--- src/rtl/pgdec_pkg.sv ---
package pgdec_pkg;

  // Default geometry of the bus and the window.
  localparam int unsigned DEF_ADDR_W = 16;
  localparam int unsigned DEF_OFF_W  = 8;
  localparam int unsigned DEF_DATA_W = 8;

  // Result of the address decode, in priority order.
  typedef enum logic [1:0] {
    HIT_NONE = 2'd0,
    HIT_PAGE = 2'd1,
    HIT_BASE = 2'd2
  } hit_e;

endpackage

--- src/rtl/pgdec_base_reg.sv ---
module pgdec_base_reg #(
  parameter int unsigned BASE_W = 8
) (
  input  logic              clk,
  input  logic              rst_n,
  input  logic              load,
  input  logic [BASE_W-1:0] load_val,
  output logic [BASE_W-1:0] base_q
);

  always_ff @(posedge clk or negedge rst_n) begin
    if (!rst_n) begin
      base_q <= '0;
    end else if (load) begin
      base_q <= load_val;
    end
  end

endmodule

--- src/rtl/pgdec_match.sv ---
module pgdec_match
  import pgdec_pkg::*;
#(
  parameter int unsigned ADDR_W = 16,
  parameter int unsigned OFF_W  = 8,
  localparam int unsigned BASE_W = ADDR_W - OFF_W
) (
  input  logic [ADDR_W-1:0] addr,
  input  logic [BASE_W-1:0] base,
  output hit_e              hit,
  output logic [OFF_W-1:0]  offset
);

  // Top of the address space holds the base register.
  function automatic logic at_top(input logic [ADDR_W-1:0] a);
    return &a;
  endfunction

  // High part of the address that names a page.
  function automatic logic [BASE_W-1:0] page_of(input logic [ADDR_W-1:0] a);
    return a[ADDR_W-1:OFF_W];
  endfunction

  always_comb begin
    if (at_top(addr)) begin
      hit = HIT_BASE;
    end else if (page_of(addr) == base) begin
      hit = HIT_PAGE;
    end else begin
      hit = HIT_NONE;
    end
  end

  assign offset = addr[OFF_W-1:0];

endmodule

--- src/rtl/pgdec_rsteer.sv ---
module pgdec_rsteer #(
  parameter int unsigned DATA_W = 8,
  parameter int unsigned BASE_W = 8
) (
  input  logic              rd,
  input  logic              reg_hit,
  input  logic              page_hit,
  input  logic [BASE_W-1:0] base,
  input  logic [DATA_W-1:0] page_data,
  output logic [DATA_W-1:0] rdata,
  output logic              oe
);

  logic [DATA_W-1:0] base_ext;

  generate
    if (BASE_W < DATA_W) begin : g_pad
      assign base_ext = {{(DATA_W - BASE_W){1'b0}}, base};
    end else begin : g_trim
      assign base_ext = base[DATA_W-1:0];
    end
  endgenerate

  always_comb begin
    rdata = '0;
    oe    = 1'b0;
    if (rd) begin
      if (reg_hit) begin
        rdata = base_ext;
        oe    = 1'b1;
      end else if (page_hit) begin
        rdata = page_data;
        oe    = 1'b1;
      end
    end
  end

endmodule

--- src/rtl/reloc_page_decoder.sv ---
module reloc_page_decoder
  import pgdec_pkg::*;
#(
  parameter int unsigned ADDR_W = DEF_ADDR_W,
  parameter int unsigned OFF_W  = DEF_OFF_W,
  parameter int unsigned DATA_W = DEF_DATA_W
) (
  input  logic              clk,
  input  logic              rst_n,
  input  logic [ADDR_W-1:0] cpu_addr,
  input  logic [DATA_W-1:0] cpu_wdata,
  input  logic              cpu_rd,
  input  logic              cpu_wr,
  output logic [DATA_W-1:0] cpu_rdata,
  output logic              cpu_rdata_oe,
  output logic              pg_sel,
  output logic [OFF_W-1:0]  pg_offset,
  output logic              pg_rd,
  output logic              pg_wr,
  input  logic [DATA_W-1:0] pg_rdata
);

  localparam int unsigned BASE_W = ADDR_W - OFF_W;

  // Named internal events, visible to the bound checker.
  hit_e              hit;
  logic              reg_hit;
  logic              page_hit;
  logic              base_load;
  logic [BASE_W-1:0] base_q;
  logic [BASE_W-1:0] base_wval;

  pgdec_match #(
    .ADDR_W (ADDR_W),
    .OFF_W  (OFF_W)
  ) u_match (
    .addr   (cpu_addr),
    .base   (base_q),
    .hit    (hit),
    .offset (pg_offset)
  );

  assign reg_hit   = (hit == HIT_BASE);
  assign page_hit  = (hit == HIT_PAGE);
  assign base_load = reg_hit & cpu_wr;

  generate
    if (BASE_W <= DATA_W) begin : g_wnarrow
      assign base_wval = cpu_wdata[BASE_W-1:0];
    end else begin : g_wwide
      assign base_wval = {{(BASE_W - DATA_W){1'b0}}, cpu_wdata};
    end
  endgenerate

  pgdec_base_reg #(
    .BASE_W (BASE_W)
  ) u_base (
    .clk      (clk),
    .rst_n    (rst_n),
    .load     (base_load),
    .load_val (base_wval),
    .base_q   (base_q)
  );

  assign pg_sel = page_hit;
  assign pg_rd  = page_hit & cpu_rd;
  assign pg_wr  = page_hit & cpu_wr;

  pgdec_rsteer #(
    .DATA_W (DATA_W),
    .BASE_W (BASE_W)
  ) u_steer (
    .rd        (cpu_rd),
    .reg_hit   (reg_hit),
    .page_hit  (page_hit),
    .base      (base_q),
    .page_data (pg_rdata),
    .rdata     (cpu_rdata),
    .oe        (cpu_rdata_oe)
  );

endmodule

--- config.mk ---
export PLATFORM = sky130hd
export DESIGN_NAME = reloc_page_decoder
export DESIGN_NICKNAME = d
export VERILOG_FILES = /design/src/rtl/pgdec_pkg.sv /design/src/rtl/pgdec_base_reg.sv /design/src/rtl/pgdec_match.sv /design/src/rtl/pgdec_rsteer.sv /design/src/rtl/reloc_page_decoder.sv
export SDC_FILE = /design/constraint.sdc
export NUM_CORES = 1
export LEC_CHECK = 0
export BUFFER_PORTS_ARGS = -buffer_cell sky130_fd_sc_hd__buf_2
export CAP_MARGIN = 20
export CELL_PAD_IN_SITES_DETAIL_PLACEMENT = 1
export CELL_PAD_IN_SITES_GLOBAL_PLACEMENT = 2
export CORE_MARGIN = 3
export CORE_UTILIZATION = 22
export CTS_BUF_LIST = sky130_fd_sc_hd__clkbuf_8 sky130_fd_sc_hd__clkbuf_16
export DETAILED_ROUTE_END_ITERATION = 8
export GPL_ROUTABILITY_DRIVEN = 0
export GPL_TIMING_DRIVEN = 1
export PLACE_DENSITY = 0.81
export SYNTH_ARGS = -nofsm -noshare
export SYNTH_HDL_FRONTEND = slang
export SYNTH_SLANG_ARGS = --single-unit
export TNS_END_PERCENT = 1
--- constraint.sdc ---
create_clock -name clk -period 5.4 [get_ports clk]
set_input_delay 1.08 -clock clk [delete_from_list [all_inputs] [get_ports clk]]
set_output_delay 1.08 -clock clk [all_outputs]
set_load 0.05 [all_outputs]
==> flow_summary_export.csv <==
group,metric,value,unit
die,die_w,63.1,um
power_and_ir_drop,seqPwrFrac,0.349,
global_routing,grt_overflow,0,
sta,worst_pin_slew,0.713,ns
die,ios,56,
worst_setup_path,cpMaxStageDelayCell,"nor4_2",
finish,fillers,394,
synth,yosysWarnings,0,
global_routing,grt_max_degree,11,
hold_path,min_path_cells,1,
cts,postCtsHoldBufs,0,
synth,synth_area_leaders,"dfrtp_1 (28%), mux2_2 (13%), xor2_1 (9.8%)",
worst_setup_path,startpoint_type,"input pin",
synth,synth_top_area_frac,0.279,
worst_setup_path,regToRegEndpoint,"u_base.base_q[2]$_DFFE_PN0P_",
power_and_ir_drop,powerDensity,170,nW/um2
detailed_routing,routed_wl,2280,um
power_and_ir_drop,ir_drop,0.121,mV
synth,yosysSeqAreaShare,0.279,
global_routing,antenna_found_initial,0,
worst_setup_path,reg2reg_slack,4.60,ns
cts,cts_root_buf,"clkbuf_8",
status,outcome,"completed",
finish,num_antenna_cells,0,
global_routing,grt_use_total,0.119,
die,die_h,63.1,um
finish,largest_register_ffs,8,
die,rows,20,
die,core_area,3080,um2
power_and_ir_drop,p_leak,0.000512,uW
synth,syn_area,717,um2
cts,post_cts_buffers,0,
cts,clk_pin_slew,0.04,ns
power_and_ir_drop,combPwrFrac,0.231,
worst_setup_path,worstSetupEndpoint,"cpu_rdata[0]",
detailed_routing,post-route-drc-count,0,
sta,fin_tns_setup,0,ns
power_and_ir_drop,intPower,123,uW
sta,rsz0062_at_grt,"no",
worst_setup_path,reg2reg_depth,1,
synth,syn_avg_cell_area,9.96,um2
detailed_routing,drt_iter0_drc,7,
sta,hold_viol,0,
worst_setup_path,end_kind,"primary output",
synth,synth_seq_cells,8,
sta,finalSetupViolations,0,
detailed_routing,drtPass1Iterations,4,
cts,cts_tree,"yes",
sta,slew_headroom,0.520,
die,start_util,0.233,
finish,drive_gt1_frac,0.595,
worst_setup_path,crit_type,"in2out",
synth,synth_commonest_cells,"nand4_1 (11), nand2_1 (9)",
detailed_routing,viasPerCell,4.38,
sta,period_share,0.686,
synth,ys.flop_type,"dfrtp_1",
worst_setup_path,worstPathArrival,2.62,ns
cts,post_cts_resized,0,
synth,synthCells,72,
finish,nets,159,
worst_setup_path,path_max_fanout,9,
detailed_routing,antenna_left,0,
finish,max_flop_register,"u_base.base_q",
synth,syn_nets,108,
place,dp_slack,1.66,ns
synth,yosysTopAreaCell,"dfrtp_1",
worst_setup_path,crit_required,4.32,ns
sta,fin_ws,1.70,ns
worst_setup_path,cp-startpoint,"cpu_addr[5]",
worst_setup_path,cpPeakStageDelay,0.68,ns
finish,reg_top3,"u_base.base_q x8",
sta,final_max_slew_viol_count,0,
die,die_area,3980,um2
detailed_routing,via_count,722,
sta,max_freq,0.270,GHz
global_routing,grt_pass1_wl,3770,um
detailed_routing,wl_per_cell,13.8,um
synth,synth_edf_count,0,
cts,cts_buffers,3,
worst_setup_path,critPathMostFrequentCell,"buf_2",
worst_setup_path,cp_cell_sequence,"buf_2, nand4_1, nor4_2, nand2_1, a21boi_0, buf_2",
job,max_cap_violations,0,
power_and_ir_drop,switchingPower,49.7,uW
worst_setup_path,r2r_start,"u_base.base_q[2]$_DFFE_PN0P_",
sta,min_period,3.70,ns
global_routing,grt_pass1_vias,800,
place,hpwl,2030,um
synth,synth_most_common_cell,"nand4_1",
synth,async_flop_share,1.00,
finish,area_delta_synth_final,41.9,%
power_and_ir_drop,power_frac_clock,0.420,
synth,synth_cell_type_count,16,
hold_path,hold_class,"reg2reg",
power_and_ir_drop,switching_share,0.288,
cts,h-tree-depth,1,
place,port_buffers,55,
cts,cts.sink_count,8,
cts,clock_tree.buffer_depth,2,
sta,skew,0,ns
cts,insertion_delay,0.23,ns
## cell families (layout without fill, tap and decap cells)
group,Yosys count,after routing,synth area share
XOR/XNOR,8,8,0.0977
buffers and inverters,9,58,0.0995
AO/OA/AOI/OAI,9,9,0.0942
flip-flops,8,8,0.279
AND/OR/NAND/NOR,30,30,0.304
multiplexers,8,8,0.126
## power by group through the flow
stage                     Clock (uW)  Sequential [uW]  Combinational, uW
final                           72.6             60.3               39.9
after global routing            75.9             60.2               42.6
after CTS                       74.8             60.2               40.4
after detailed placement           0             61.1               40.4
after global placement             0             61.1               39.6
after floorplan                    0             61.1               23.5
## critical path, delay by kind of cell
family,cells,cell delay [ns]
AO/OA/AOI/OAI,1,0.20
buffers and inverters,2,0.39
AND/OR/NAND/NOR,3,0.95
## how the worst min path moves through the flow
stage                                            start                      endpoint  slack (ns)
after global placement    u_base.base_q[3]$_DFFE_PN0P_  u_base.base_q[3]$_DFFE_PN0P_        0.55
after floorplan           u_base.base_q[0]$_DFFE_PN0P_  u_base.base_q[0]$_DFFE_PN0P_        0.52
after detailed placement  u_base.base_q[3]$_DFFE_PN0P_  u_base.base_q[3]$_DFFE_PN0P_        0.55
final                     u_base.base_q[3]$_DFFE_PN0P_  u_base.base_q[3]$_DFFE_PN0P_        0.56
after global routing      u_base.base_q[0]$_DFFE_PN0P_  u_base.base_q[0]$_DFFE_PN0P_        0.59
after CTS                 u_base.base_q[3]$_DFFE_PN0P_  u_base.base_q[3]$_DFFE_PN0P_        0.56
## through the flow
| step | cell area (um2) | utilization | hold slack [ns] | instances | power [uW] |
|---|---|---|---|---|---|
| finish | 1020 | 0.330 | 0.562 | 165 | 173 |
| global route | 1020 | 0.330 | 0.594 | 165 | 179 |
| CTS | 1020 | 0.330 | 0.562 | 165 | 175 |
| detailed placement | 976 | 0.317 | 0.551 | 162 | 101 |
| global placement | 976 | 0.317 | 0.552 | 162 | 101 |
| floorplan | 717 | - | 0.522 | 72 | 84.6 |
## layout make-up
cell class                 count  area, um2  share of cell area
timing repair buffer          55        275               0.271
clock buffer                   3       41.3              0.0406
sequential                     8        200               0.197
multi-input combinational     55        445               0.438
tap                           44       55.1              0.0541
## layout by cell type (no fill, tap or decap), types with 2 or more instances in the layout
cell      instances
mux2_2            8
dfrtp_1           8
nand4_1          11
nor4_4            2
xor2_1            8
nand2_1           9
and2_1            3
buf_2            55
clkbuf_8          3
a21boi_0          8
## per-layer routing
metal / track usage / share of wire / vias up
met4: 0.0496 / 0.014 / 0
met1: 0.141 / 0.43 / 327
met3: 0.0160 / 0.060 / 4
met5: 0 / 0 / -
met2: 0.213 / 0.50 / 31
li1: - / - / 360
Note: power is estimated with default switching activity, not from simulation.
